===== config.mk =====
export PLATFORM = sky130hd
export DESIGN_NAME = dual_window_watchdog
export DESIGN_NICKNAME = d
export VERILOG_FILES = /design/src/rtl/wdw_pkg.sv /design/src/rtl/wdw_edge.sv /design/src/rtl/wdw_timer.sv /design/src/rtl/wdw_fsm.sv /design/src/rtl/dual_window_watchdog.sv
export SDC_FILE = /design/constraint.sdc
export NUM_CORES = 1
export LEC_CHECK = 0
export BUFFER_PORTS_ARGS = -buffer_cell sky130_fd_sc_hd__buf_2
export CORE_MARGIN = 2
export CORE_UTILIZATION = 40
export DETAILED_ROUTE_END_ITERATION = 8
export PLACE_DENSITY = 0.62
export SYNTH_ARGS = -nofsm -noshare
export SYNTH_HDL_FRONTEND = slang
export SYNTH_SLANG_ARGS = --single-unit

===== constraint.sdc =====
create_clock -name clk -period 2.1 [get_ports clk]
set_input_delay 0.21 -clock clk [delete_from_list [all_inputs] [get_ports clk]]
set_output_delay 0.21 -clock clk [all_outputs]
set_load 0.01 [all_outputs]

===== src/rtl/wdw_pkg.sv =====
package wdw_pkg;

    typedef enum logic [2:0] {
        WD_HOLD = 3'd0,
        WD_BOOT = 3'd1,
        WD_RUN  = 3'd2,
        WD_FIRE = 3'd3,
        WD_HALT = 3'd4
    } wd_state_e;

    function automatic int cnt_bits(input longint unsigned limit);
        return (limit < 64'd2) ? 1 : $clog2(limit + 64'd1);
    endfunction

endpackage


===== src/rtl/wdw_edge.sv =====
module wdw_edge (
    input  logic clk,
    input  logic rst_n,
    input  logic hb,
    output logic kick
);
    logic hb_q;

    // previous heartbeat sample; a difference from the present value is a kick
    always_ff @(posedge clk or negedge rst_n) begin
        if (!rst_n) begin
            hb_q <= 1'b0;
        end else begin
            hb_q <= hb;
        end
    end

    assign kick = hb ^ hb_q;

endmodule


===== src/rtl/wdw_timer.sv =====
module wdw_timer #(
    parameter int               CNT_W    = 8,
    parameter logic [CNT_W-1:0] BOOT_END = '1,
    parameter logic [CNT_W-1:0] RUN_END  = '0
) (
    input  logic clk,
    input  logic rst_n,
    input  logic clr,
    input  logic run,
    input  logic long_sel,
    output logic hit
);
    logic [CNT_W-1:0] cnt;
    logic [CNT_W-1:0] end_val;

    assign end_val = long_sel ? BOOT_END : RUN_END;
    assign hit     = run && (cnt == end_val);

    always_ff @(posedge clk or negedge rst_n) begin
        if (!rst_n) begin
            cnt <= '0;
        end else if (clr) begin
            cnt <= '0;
        end else if (run) begin
            cnt <= cnt + CNT_W'(1);
        end
    end

    // while the short window runs the count never passes its end
    p_run_bound_r3: assert property (@(posedge clk) disable iff (!rst_n)
        (run && !long_sel) |-> (cnt <= RUN_END));

    // while the long window runs the count never passes its end
    p_boot_bound_r1: assert property (@(posedge clk) disable iff (!rst_n)
        (run && long_sel) |-> (cnt <= BOOT_END));

endmodule


===== src/rtl/wdw_fsm.sv =====
module wdw_fsm
    import wdw_pkg::*;
(
    input  logic      clk,
    input  logic      rst_n,
    input  logic      sys_rst,
    input  logic      rst_evt,
    input  logic      kick,
    input  logic      hit,
    output wd_state_e state,
    output logic      cnt_clr,
    output logic      cnt_run,
    output logic      long_sel,
    output logic      expire
);
    wd_state_e nxt;

    // state register
    always_ff @(posedge clk or negedge rst_n) begin
        if (!rst_n) begin
            state <= WD_HOLD;
        end else begin
            state <= nxt;
        end
    end

    // transitions
    always_comb begin
        nxt = state;
        if (sys_rst) begin
            nxt = WD_HOLD;                       // reset-asserted
        end else begin
            unique case (state)
                WD_HOLD: nxt = WD_BOOT;          // release
                WD_BOOT: begin
                    if (rst_evt)   nxt = WD_BOOT;  // event-restart
                    else if (kick) nxt = WD_RUN;   // first-kick
                    else if (hit)  nxt = WD_FIRE;  // timeout
                end
                WD_RUN: begin
                    if (rst_evt)   nxt = WD_BOOT;  // event-restart
                    else if (kick) nxt = WD_RUN;   // kick
                    else if (hit)  nxt = WD_FIRE;  // timeout
                end
                WD_FIRE: nxt = WD_HALT;          // spent
                WD_HALT: nxt = WD_HALT;
                default: nxt = WD_HOLD;
            endcase
        end
    end

    // outputs
    always_comb begin
        cnt_clr  = 1'b1;
        cnt_run  = 1'b0;
        long_sel = 1'b0;
        expire   = 1'b0;
        unique case (state)
            WD_BOOT: begin
                cnt_run  = 1'b1;
                long_sel = 1'b1;
                cnt_clr  = sys_rst | rst_evt | kick;
            end
            WD_RUN: begin
                cnt_run  = 1'b1;
                cnt_clr  = sys_rst | rst_evt | kick;
            end
            WD_FIRE: expire = 1'b1;
            WD_HOLD, WD_HALT: cnt_clr = 1'b1;
            default: cnt_clr = 1'b1;
        endcase
    end

    p_single_pulse_r4: assert property (@(posedge clk) disable iff (!rst_n)
        expire |=> !expire);

    p_halt_silent_r4: assert property (@(posedge clk) disable iff (!rst_n)
        (state == WD_HALT && !sys_rst) |=> !expire);

    p_quiet_in_reset_r5: assert property (@(posedge clk) disable iff (!rst_n)
        sys_rst |=> (!expire && state == WD_HOLD));

    p_boot_after_hold_r5: assert property (@(posedge clk) disable iff (!rst_n)
        (state == WD_HOLD && !sys_rst) |=> (state == WD_BOOT));

endmodule


===== src/rtl/dual_window_watchdog.sv =====
module dual_window_watchdog
    import wdw_pkg::*;
#(
    parameter longint unsigned BOOT_CYCLES = 64'd10_800_000_000,
    parameter longint unsigned RUN_CYCLES  = 64'd336_000_000,
    parameter longint unsigned TIME_DIV    = 64'd1
) (
    input  logic clk,
    input  logic rst_n,
    input  logic sys_rst,
    input  logic rst_evt,
    input  logic hb,
    output logic expire
);
    localparam longint unsigned BOOT_LIM = BOOT_CYCLES / TIME_DIV;
    localparam longint unsigned RUN_LIM  = RUN_CYCLES / TIME_DIV;
    localparam int              CNT_W    = cnt_bits(BOOT_LIM);
    localparam logic [CNT_W-1:0] BOOT_END = CNT_W'(BOOT_LIM - 64'd1);
    localparam logic [CNT_W-1:0] RUN_END  = CNT_W'(RUN_LIM - 64'd1);

    logic      kick;
    logic      hit;
    logic      cnt_clr;
    logic      cnt_run;
    logic      long_sel;
    wd_state_e state;

    wdw_edge u_edge (
        .clk   (clk),
        .rst_n (rst_n),
        .hb    (hb),
        .kick  (kick)
    );

    wdw_timer #(
        .CNT_W    (CNT_W),
        .BOOT_END (BOOT_END),
        .RUN_END  (RUN_END)
    ) u_timer (
        .clk      (clk),
        .rst_n    (rst_n),
        .clr      (cnt_clr),
        .run      (cnt_run),
        .long_sel (long_sel),
        .hit      (hit)
    );

    wdw_fsm u_fsm (
        .clk      (clk),
        .rst_n    (rst_n),
        .sys_rst  (sys_rst),
        .rst_evt  (rst_evt),
        .kick     (kick),
        .hit      (hit),
        .state    (state),
        .cnt_clr  (cnt_clr),
        .cnt_run  (cnt_run),
        .long_sel (long_sel),
        .expire   (expire)
    );

    // a heartbeat change inside a window always prevents the next-cycle pulse
    p_kick_blocks_fire_r3: assert property (@(posedge clk) disable iff (!rst_n)
        (kick && !sys_rst && (state == WD_BOOT || state == WD_RUN)) |=> !expire);

    // the first change in boot moves to the running window unless an event wins
    p_first_kick_r2: assert property (@(posedge clk) disable iff (!rst_n)
        (kick && !sys_rst && !rst_evt && state == WD_BOOT) |=> (state == WD_RUN));

    // an event strobe always lands in boot mode
    p_event_restart_r6: assert property (@(posedge clk) disable iff (!rst_n)
        (rst_evt && !sys_rst && (state == WD_BOOT || state == WD_RUN)) |=> (state == WD_BOOT && !expire));

endmodule


## Word level (Yosys, flattened, before mapping)

Cells that the tools add are included.

- Add/subtract/negate cells: 1
- Bitwise operators: 3
- Equal/unequal tests: 6
- Mux-type cells: 12
- Reductions and logical operators: 5

Operators by type and width:

| cell | number |
|---|---|
| $mux 34 | 3 |
| $add 34x1->34 const B | 1 |
| $eq 34x34->1 | 1 |
| $mux 3 | 4 |
| $pmux 3 s3 | 1 |
| $eq 3x2->1 const B | 2 |
| $ne 5x1->1 const B | 1 |
| $mux 1 | 4 |
| $reduce_or 2->1 | 2 |
| $eq 3x1->1 const B | 1 |
| $eq 3x3->1 const B | 1 |
| $logic_not 3->1 | 1 |
| $or 1x1->1 | 2 |
| $reduce_bool 2->1 | 1 |
| $logic_and 1x1->1 | 1 |
| $xor 1x1->1 | 1 |

- Logic and storage cells: 30
- Flip-flop bits (word level): 38
- Output and inout port bits: 1

## Depth between registers and ports, before layout

Gate-level depths: netlist of run 1.

- Word-level depth: 10
- Depth in mapped cells: 7

## By module

From an unflattened synthesis of run 1, not the netlist that was laid out.

- Cells, all modules: 240
- Area, all modules: 2277.2 sq um

By module, submodules not included:

| module | sequential area each (sq um) | cells an instance | times used | area each (sq um) |
|---|---|---|---|---|
| wdw_timer | 850.8 | 217 | 1 | 2057.0 |
| wdw_fsm | 75.1 | 21 | 1 | 186.4 |
| wdw_edge | 25.0 | 2 | 1 | 33.8 |

## Worst setup path before layout of run 1

No wires, ideal clock.

- Path kind: register to register
- From: register u_timer.cnt[0]
- To: register u_timer.cnt[32]
- Path buffers: 1
- Required time: 2.023 ns
- Library setup time: 0.077 ns
- Slack: 0.124 ns
- Stages on the path, launching flop included: 7
- Data arrival time: 1.898 ns
- Cells stage by stage: dfrtp_1 -> ha_1 -> nand4_1 -> or4_1 -> clkbuf_1 -> or4_1 -> a21oi_1

- Word-level cells in the longest chain between the ends: 3

RTL lines:

| item | line | source |
|---|---|---|
| start, declared | wdw_timer.sv:13 | `logic [CNT_W-1:0] cnt;` |
| start signal, assigned | wdw_timer.sv:25 | `cnt <= cnt + CNT_W'(1);` |
| $add 34x1->34 | wdw_timer.sv:25 |  |
| $mux 34 | wdw_timer.sv:24 | `end else if (run) begin` |
| $mux 34 | wdw_timer.sv:22 | `end else if (clr) begin` |

No other way between the ends. The select of a mux whose other input is x is not followed.
A chain may end at the register's enable or synchronous reset.

## Final worst setup path of run 1

Same ends and word-level chain as after synthesis.

==> results.cfg, run 1 <==
[critical_path]
startpoint_type = flop
worstReg2RegEnd = u_timer.cnt[32]
worst_path_max_delay_cell = or4_1
cp.required_ps = 2320
critPathTopFamily = simple AND/OR/NAND/NOR gates
crit_type = flop to flop
slowest_delay_ps = 490
path_max_fanout = 19
endpoint_kind = flop
cp_num_cells = 6
worst-path-buf-inv = 1
arrival_ps = 2270
critPathLaunch = u_timer.cnt[0]
r2r_slack_ps = 50
setup.worst_path.end = u_timer.cnt[32]
crit-reg2reg-launch = u_timer.cnt[0]
crit_path_cell_trace = ha_2 -> nand4_1 -> or4_4 -> buf_8 -> or4_1 -> a21oi_2
reg2reg_depth = 6

[detailed_routing]
drt_iter0_drc = 91
highest_layer = met4
route.met3.wl_um = 87
viasPerCell = 5.609
detail_route.wirelength_um = 4537
wl_per_cell_um = 14.31
vias = 1778
wl_met2_um = 2083
wl_met1_um = 2301
firstDrtPassIters = 4
route.detailed.drc = 0
ant_nets = 0

[power_and_ir_drop]
power_frac_comb_pct = 4.4
power_frac_clock_pct = 39.9
internal_power_mw = 1.018
sw_frac_of_total_pct = 23.48
ir_drop_mv = 0.2348
power.switching_mw = 0.3123
power_mw = 1.330
seqPwrFrac_pct = 55.7
power_density_mw_per_mm2 = 555.7
p_leak_nw = 0.8387

[synth]
ys_ff_latch = 38
yosysWarningCount = 0
synth-seq-area-share_pct = 45.84
synth_area_per_cell_um2 = 9.139
synth_fp_nets = 233
synth_cell_types = 35
syn_inst = 227
syn_area_mm2 = 0.002074

[clocking]
clockBufferDepth = 2
numClockSinks = 38
cts-root-buf = clkbuf_8
cts-hold-fix-buffers = 0
clock_latency_ps = 290
cts_tree = done
clk_pin_slew_ps = 80
cts_made_buffers = 5
htree_num_levels = 2

[placed_design]
io_buffers = 5
place_area_mm2 = 0.002253
place_ws_ps = 41.22
dp_hpwl_um = 3029
globalplace.congestion = 0.7901

[floorplan]
die_y_um = 76.02
initial_core_util_pct = 41.14
die_area_mm2 = 0.005778
core_area_mm2 = 0.005042
placementRows = 26
ioPinCount = 6
die_w_um = 76.02

[cells_and_area]
syn_to_final_growth_pct = 15.38
fin_area_mm2 = 0.002394
antenna_cells = 0
drive_gt1_share_pct = 15.38
fin_nets = 252
utilization_pct = 47.47

[timing]
slew_violations = 0
relSlewSlack_pct = 42.81
setup-tns-final_ps = 0
rsz0062_at_grt = yes
fmax_mhz = 488.4
worst_slack_ps = 52.65
hold_violations = 0
fin_crit_sh_pct = 97.49
period_minus_slack_ps = 2047
tightest_slew_ps = 857.9
skew_ps = 10.02
setup_viol = 0

[global_routing]
antenna_found_initial = 0
track_usage_pct = 16.82
grt_pass1_wl_um = 7886
overflow = 0
first_global_vias = 1645
grt_max_degree = 39

[worst_hold_path]
min_path_type = primary input to async pin

[job]
cap_violations = 0

[outcome]
status = complete, no violations
## through the flow
step	instances	hold WS, ps
2_1_floorplan	227	-85.59
3_3_place_gp	306	347.7
3_5_place_dp	306	347.8
4_1_cts	314	39.77
5_1_grt	317	42.76
6_report	317	24.20
## timing repair
action,4_1_cts,5_1_grt
gates resized for setup,0,7
setup endpoints to repair,0,7
buffers inserted,0,3
## kinds of logic (layout without fill, tap and decap cells)
family | Yosys count | in the layout | synth area share, %
and+or+nand+nor | 110 | 110 | 30.94
AOI/OAI and AO/OA | 48 | 48 | 13.63
DFF | 38 | 38 | 45.84
buffers and inverters | 16 | 36 | 2.955
xor gates and xnor gates | 12 | 12 | 5.067
muxes | 2 | 2 | 0.9651
adders and majority gates | 1 | 1 | 0.6030
## placed cells by master, fill, tap and decap left out, drive strengths merged, types with 2 or more instances in the layout
cell    netlist  layout
nor4          7       7
and2          4       4
inv           6       6
dfrtp        38      38
xnor2         9       9
and4          5       5
or4          14      14
or2           2       2
a21oi        21      21
nand2        12      12
nand3        15      15
buf           1      22
o21a          2       2
clkbuf        9       6
or3          11      11
nor3          6       6
mux2i         2       2
nor2         17      17
nand2b        2       2
nand4         8       8
o21ai        10      10
o31ai        12      12
xor2          3       3
## routing by layer
metal,GRT usage (%),vias up
met3,3.555,7
met4,6.000,0
li1,-,892
met5,0,-
met2,25.89,10
met1,23.57,869
## power groups by stage
stage | combinational [mW] | sequential [mW] | clock (mW)
after global placement | 0.0596 | 0.755 | 0
after floorplan | 0.0320 | 0.754 | 0
after CTS | 0.0600 | 0.741 | 0.549
after detailed placement | 0.0597 | 0.756 | 0
after global routing | 0.0684 | 0.742 | 0.579
final | 0.0581 | 0.741 | 0.531
## flip-flops by register name (all words and copies together), names as in the netlist
signal	count
u_edge.hb_q	1
u_fsm.state	3
u_timer.cnt	34
## worst min path at each step
stage	end	cells after the start	startpoint	slack [ps]
6_report	u_fsm.state[0]	1	rst_n	20
3_5_place_dp	u_edge.hb_q	1	hb	350
4_1_cts	u_edge.hb_q	1	hb	40
2_1_floorplan	u_edge.hb_q	0	rst_n	-90
5_1_grt	u_edge.hb_q	1	hb	40
3_3_place_gp	u_edge.hb_q	1	hb	350
## cell usage after synthesis, drive strengths merged
library cell	count	area share, %
inv	6	1.1
clkbuf	9	1.6
or4	14	5.1
and4	5	2.1
dfrtp	38	46
nand3	15	3.9
nand4b	1	0.42
o21ai	10	2.4
o22ai	1	0.30
a21oi	21	5.1
xor2	3	1.3
or2	2	0.60
o31ai	12	4.3
xnor2	9	3.8
and2	4	1.2
and4b	1	0.48
a211oi	1	0.36
or4b	1	0.48
nor3	6	1.4
nand2b	2	0.60
a2111oi	1	0.42
nand4	8	2.4
o21a	2	0.72
nor2b	1	0.30
nand2	12	2.2
buf	1	0.24
ha	1	0.60
nor3b	1	0.36
nor4bb	1	0.48
nor4b	1	0.42
or3	11	3.3
mux2i	2	0.97
nor4	7	2.1
nor2	17	3.1
## area by class of cell
cell class | count | area [µm²]
Clock buffer | 6 | 82.58
Multi-Input combinational cell | 173 | 1072
Inverter | 6 | 22.52
Clock inverter | 2 | 12.51
Timing Repair Buffer | 22 | 163.9
Sequential cell | 38 | 952.2
Tap cell | 70 | 87.58
Fill cell | 486 | 2649
Power figures use the tool's default switching activity.
==> run 2: changes to the inputs <==
--- a/config.mk
+++ b/config.mk
@@ -8,8 +8,10 @@
 export BUFFER_PORTS_ARGS = -buffer_cell sky130_fd_sc_hd__buf_2
 export CORE_MARGIN = 2
 export CORE_UTILIZATION = 40
+export CTS_BUF_LIST = sky130_fd_sc_hd__clkbuf_4 sky130_fd_sc_hd__clkbuf_8
 export DETAILED_ROUTE_END_ITERATION = 8
 export PLACE_DENSITY = 0.62
 export SYNTH_ARGS = -nofsm -noshare
 export SYNTH_HDL_FRONTEND = slang
+export SYNTH_HIERARCHICAL = 1
 export SYNTH_SLANG_ARGS = --single-unit
==> run 2 against run 1 <==
The run now ends with setup timing left; power grew 6.4%; clock-buffer cell count grew 1; cell area grew 31%; core utilization grew 9.7 points; worst hold slack gained 14 ps; synthesized cell count grew 5.7%; clock skew shrank 7.0 ps; synthesized area grew 9.8%.
==> results.cfg, run 2 <==
[clocking]
htree_num_levels = 2
cts-root-buf = clkbuf_8
numClockSinks = 38
cts_made_buffers = 5
clock_latency_ps = 300
clk_pin_slew_ps = 80
clockBufferDepth = 2
cts_tree = done

[cells_and_area]
fillers = 469
fin_area_mm2 = 0.003146
drive_gt1_share_pct = 42.12
largest_register_ffs = 34
layout_common_cells = buf_4 (37), dfrtp_1 (37), nor2_1 (27)
antenna_cells = 0
top_register = u_timer/cnt
fin_nets = 297
multiInputGateArea_mm2 = 0.001508
syn_to_final_growth_pct = 38.13
reg_top3 = u_timer/cnt (34), u_fsm/state (3), u_edge/hb_q (1)
seq_area_um2 = 952.2

[timing]
worst_slack_ps = -151.8
holdWs_ps = 37.83
slew_violations = 0
fmax_mhz = 444.1
hold_violations = 0
period_minus_slack_ps = 2252
skew_ps = 3.029
setup_viol = 25
relSlewSlack_pct = 62.51
fin_crit_sh_pct = 107.2
rsz0062_at_grt = yes
tightest_slew_ps = 557.2

[synth]
synth-seq-area-share_pct = 41.76
synthArstFlopShare_pct = 100.0
syn_area_mm2 = 0.002277
synth_area_per_cell_um2 = 9.488
synth_fp_nets = 246
synth.most_common_cell = dfrtp_1
synth_area_leaders = dfrtp_1 (42%), nor2_1 (4.6%), a21oi_1 (3.5%)
synth_edf_count = 0
syn_inst = 240
synth_cell_types = 46
ys_ff_latch = 38
yosysWarningCount = 6
synth-main-ff-cell = dfrtp_1
yosys.area.top_type = dfrtp_1
synthTopCellsByCount = dfrtp_1 (38), nor2_1 (28), a21oi_1 (16)
synth.top_cell.area_share_pct = 41.76

[placed_design]
globalplace.congestion = 0.8631
place_area_mm2 = 0.002735
place_ws_ps = -231.3
io_buffers = 5
dp_hpwl_um = 3765

[detailed_routing]
ant_nets = 0
detail_route.wirelength_um = 5949
viasPerCell = 5.690
wl_per_cell_um = 16.34
vias = 2071
firstDrtPassIters = 4
drt_iter0_drc = 198
route.detailed.drc = 0

[critical_path]
path_max_fanout = 5
crit_type = flop to flop
endpoint_kind = flop
worstReg2RegEnd = u_timer/cnt[25]
startpoint_type = flop
r2r_slack_ps = -150
crit-reg2reg-launch = u_fsm/state[0]
cp.required_ps = 2330
reg2reg_depth = 8
arrival_ps = 2480
setup.worst_path.end = u_timer/cnt[25]
critPathLaunch = u_fsm/state[0]

[power_and_ir_drop]
power_frac_clock_pct = 38.6
power_mw = 1.415
p_leak_nw = 1.295
internal_power_mw = 1.078
power.switching_mw = 0.3373
ir_drop_mv = 0.4721
seqPwrFrac_pct = 52.3
sw_frac_of_total_pct = 23.83
power_frac_comb_pct = 9.2
power_density_mw_per_mm2 = 450.0

[global_routing]
overflow = 0
grt_max_degree = 28
grt_pass1_wl_um = 9929
track_usage_pct = 20.40
antenna_found_initial = 0
first_global_vias = 2035

[outcome]
status = finished, violations left
violations = setup timing

[floorplan]
die_y_um = 79.45
ioPinCount = 6
core_area_mm2 = 0.005507
placementRows = 27
die_area_mm2 = 0.006312
die_w_um = 79.45
initial_core_util_pct = 41.35

[job]
cap_violations = 0

[worst_hold_path]
min_path_type = primary input to flop
run 2: cell count changes in the layout (fill, tap and decap cells not counted), moves of 8 or more:
cell and change:
nor2_1 +10, buf_6 +9, a21oi_1 -10, nor2b_1 +8, or3_1 -8, buf_4 +22
run 2: what timing repair did:
item / CTS / global route
setup endpoints to repair: 24 / 29
pin swaps: 17 / 16
resized for setup: 26 / 23
gates cloned: 1 / 0
buffers inserted: 7 / 2
endpoints found under the hold margin: 19 / 0
hold buffers: 1 / 0
run 2: logic make-up after synthesis:
kind of cell	share of synthesized area [%]
AOI/OAI and AO/OA	10.99
xor gates and xnor gates	4.231
adders and majority gates	0.5494
buffers and inverters	4.615
DFF	41.76
muxes	4.890
and+or+nand+nor	32.97
run 2: power by group through the flow:
stage	Clock (mW)	Sequential, mW	Combinational [mW]
2_1_floorplan	0	0.755	0.0471
3_3_place_gp	0	0.754	0.104
3_5_place_dp	0	0.754	0.105
4_1_cts	0.560	0.740	0.116
5_1_grt	0.594	0.740	0.143
6_report	0.546	0.740	0.130
run 2: cell type report:
class	instances	share of cell area, %
clock inverters	1	0.1591
inverters	4	0.4773
repair buffers	56	15.43
multi-input cells	186	47.93
well taps	72	2.864
clock buffers	7	2.864
flip-flops and latches	38	30.27
run 2: stage by stage:
stage / utilization (%) / std cells / TNS (ps)
after floorplan: - / 240 / -840.5
after global placement: 49.67 / 346 / -2787
after detailed placement: 49.67 / 346 / -3035
after CTS: 55.21 / 363 / -2048
after global routing: 57.12 / 364 / -3326
final: 57.12 / 364 / -1382
run 2: critical path: stages (launching register included):
cell	delay (ps)
dfrtp_1	410
nand2b_4	150
nor2b_4	130
nor2_2	90
buf_6	120
o211ai_1	130
or4_4	540
or4_4	440
a21oi_2	160
run 2: worst min-delay path by stage:
stage                     startpoint         endpoint  slack (ps)  cells after the start
after global placement         rst_n  u_timer/cnt[20]         220                      1
after floorplan                rst_n      u_edge/hb_q         -90                      0
final                             hb      u_edge/hb_q          40                      1
after CTS                         hb      u_edge/hb_q          30                      1
after global routing              hb      u_edge/hb_q          30                      1
after detailed placement       rst_n  u_timer/cnt[20]         220                      1
run 2: per-layer routing:
metal,wire (µm),up-vias,GRT usage (%)
met2,2848,65,30.92
met5,0,-,0
met1,2652,992,27.88
met4,154,0,8.103
li1,-,996,-
met3,294,18,5.090
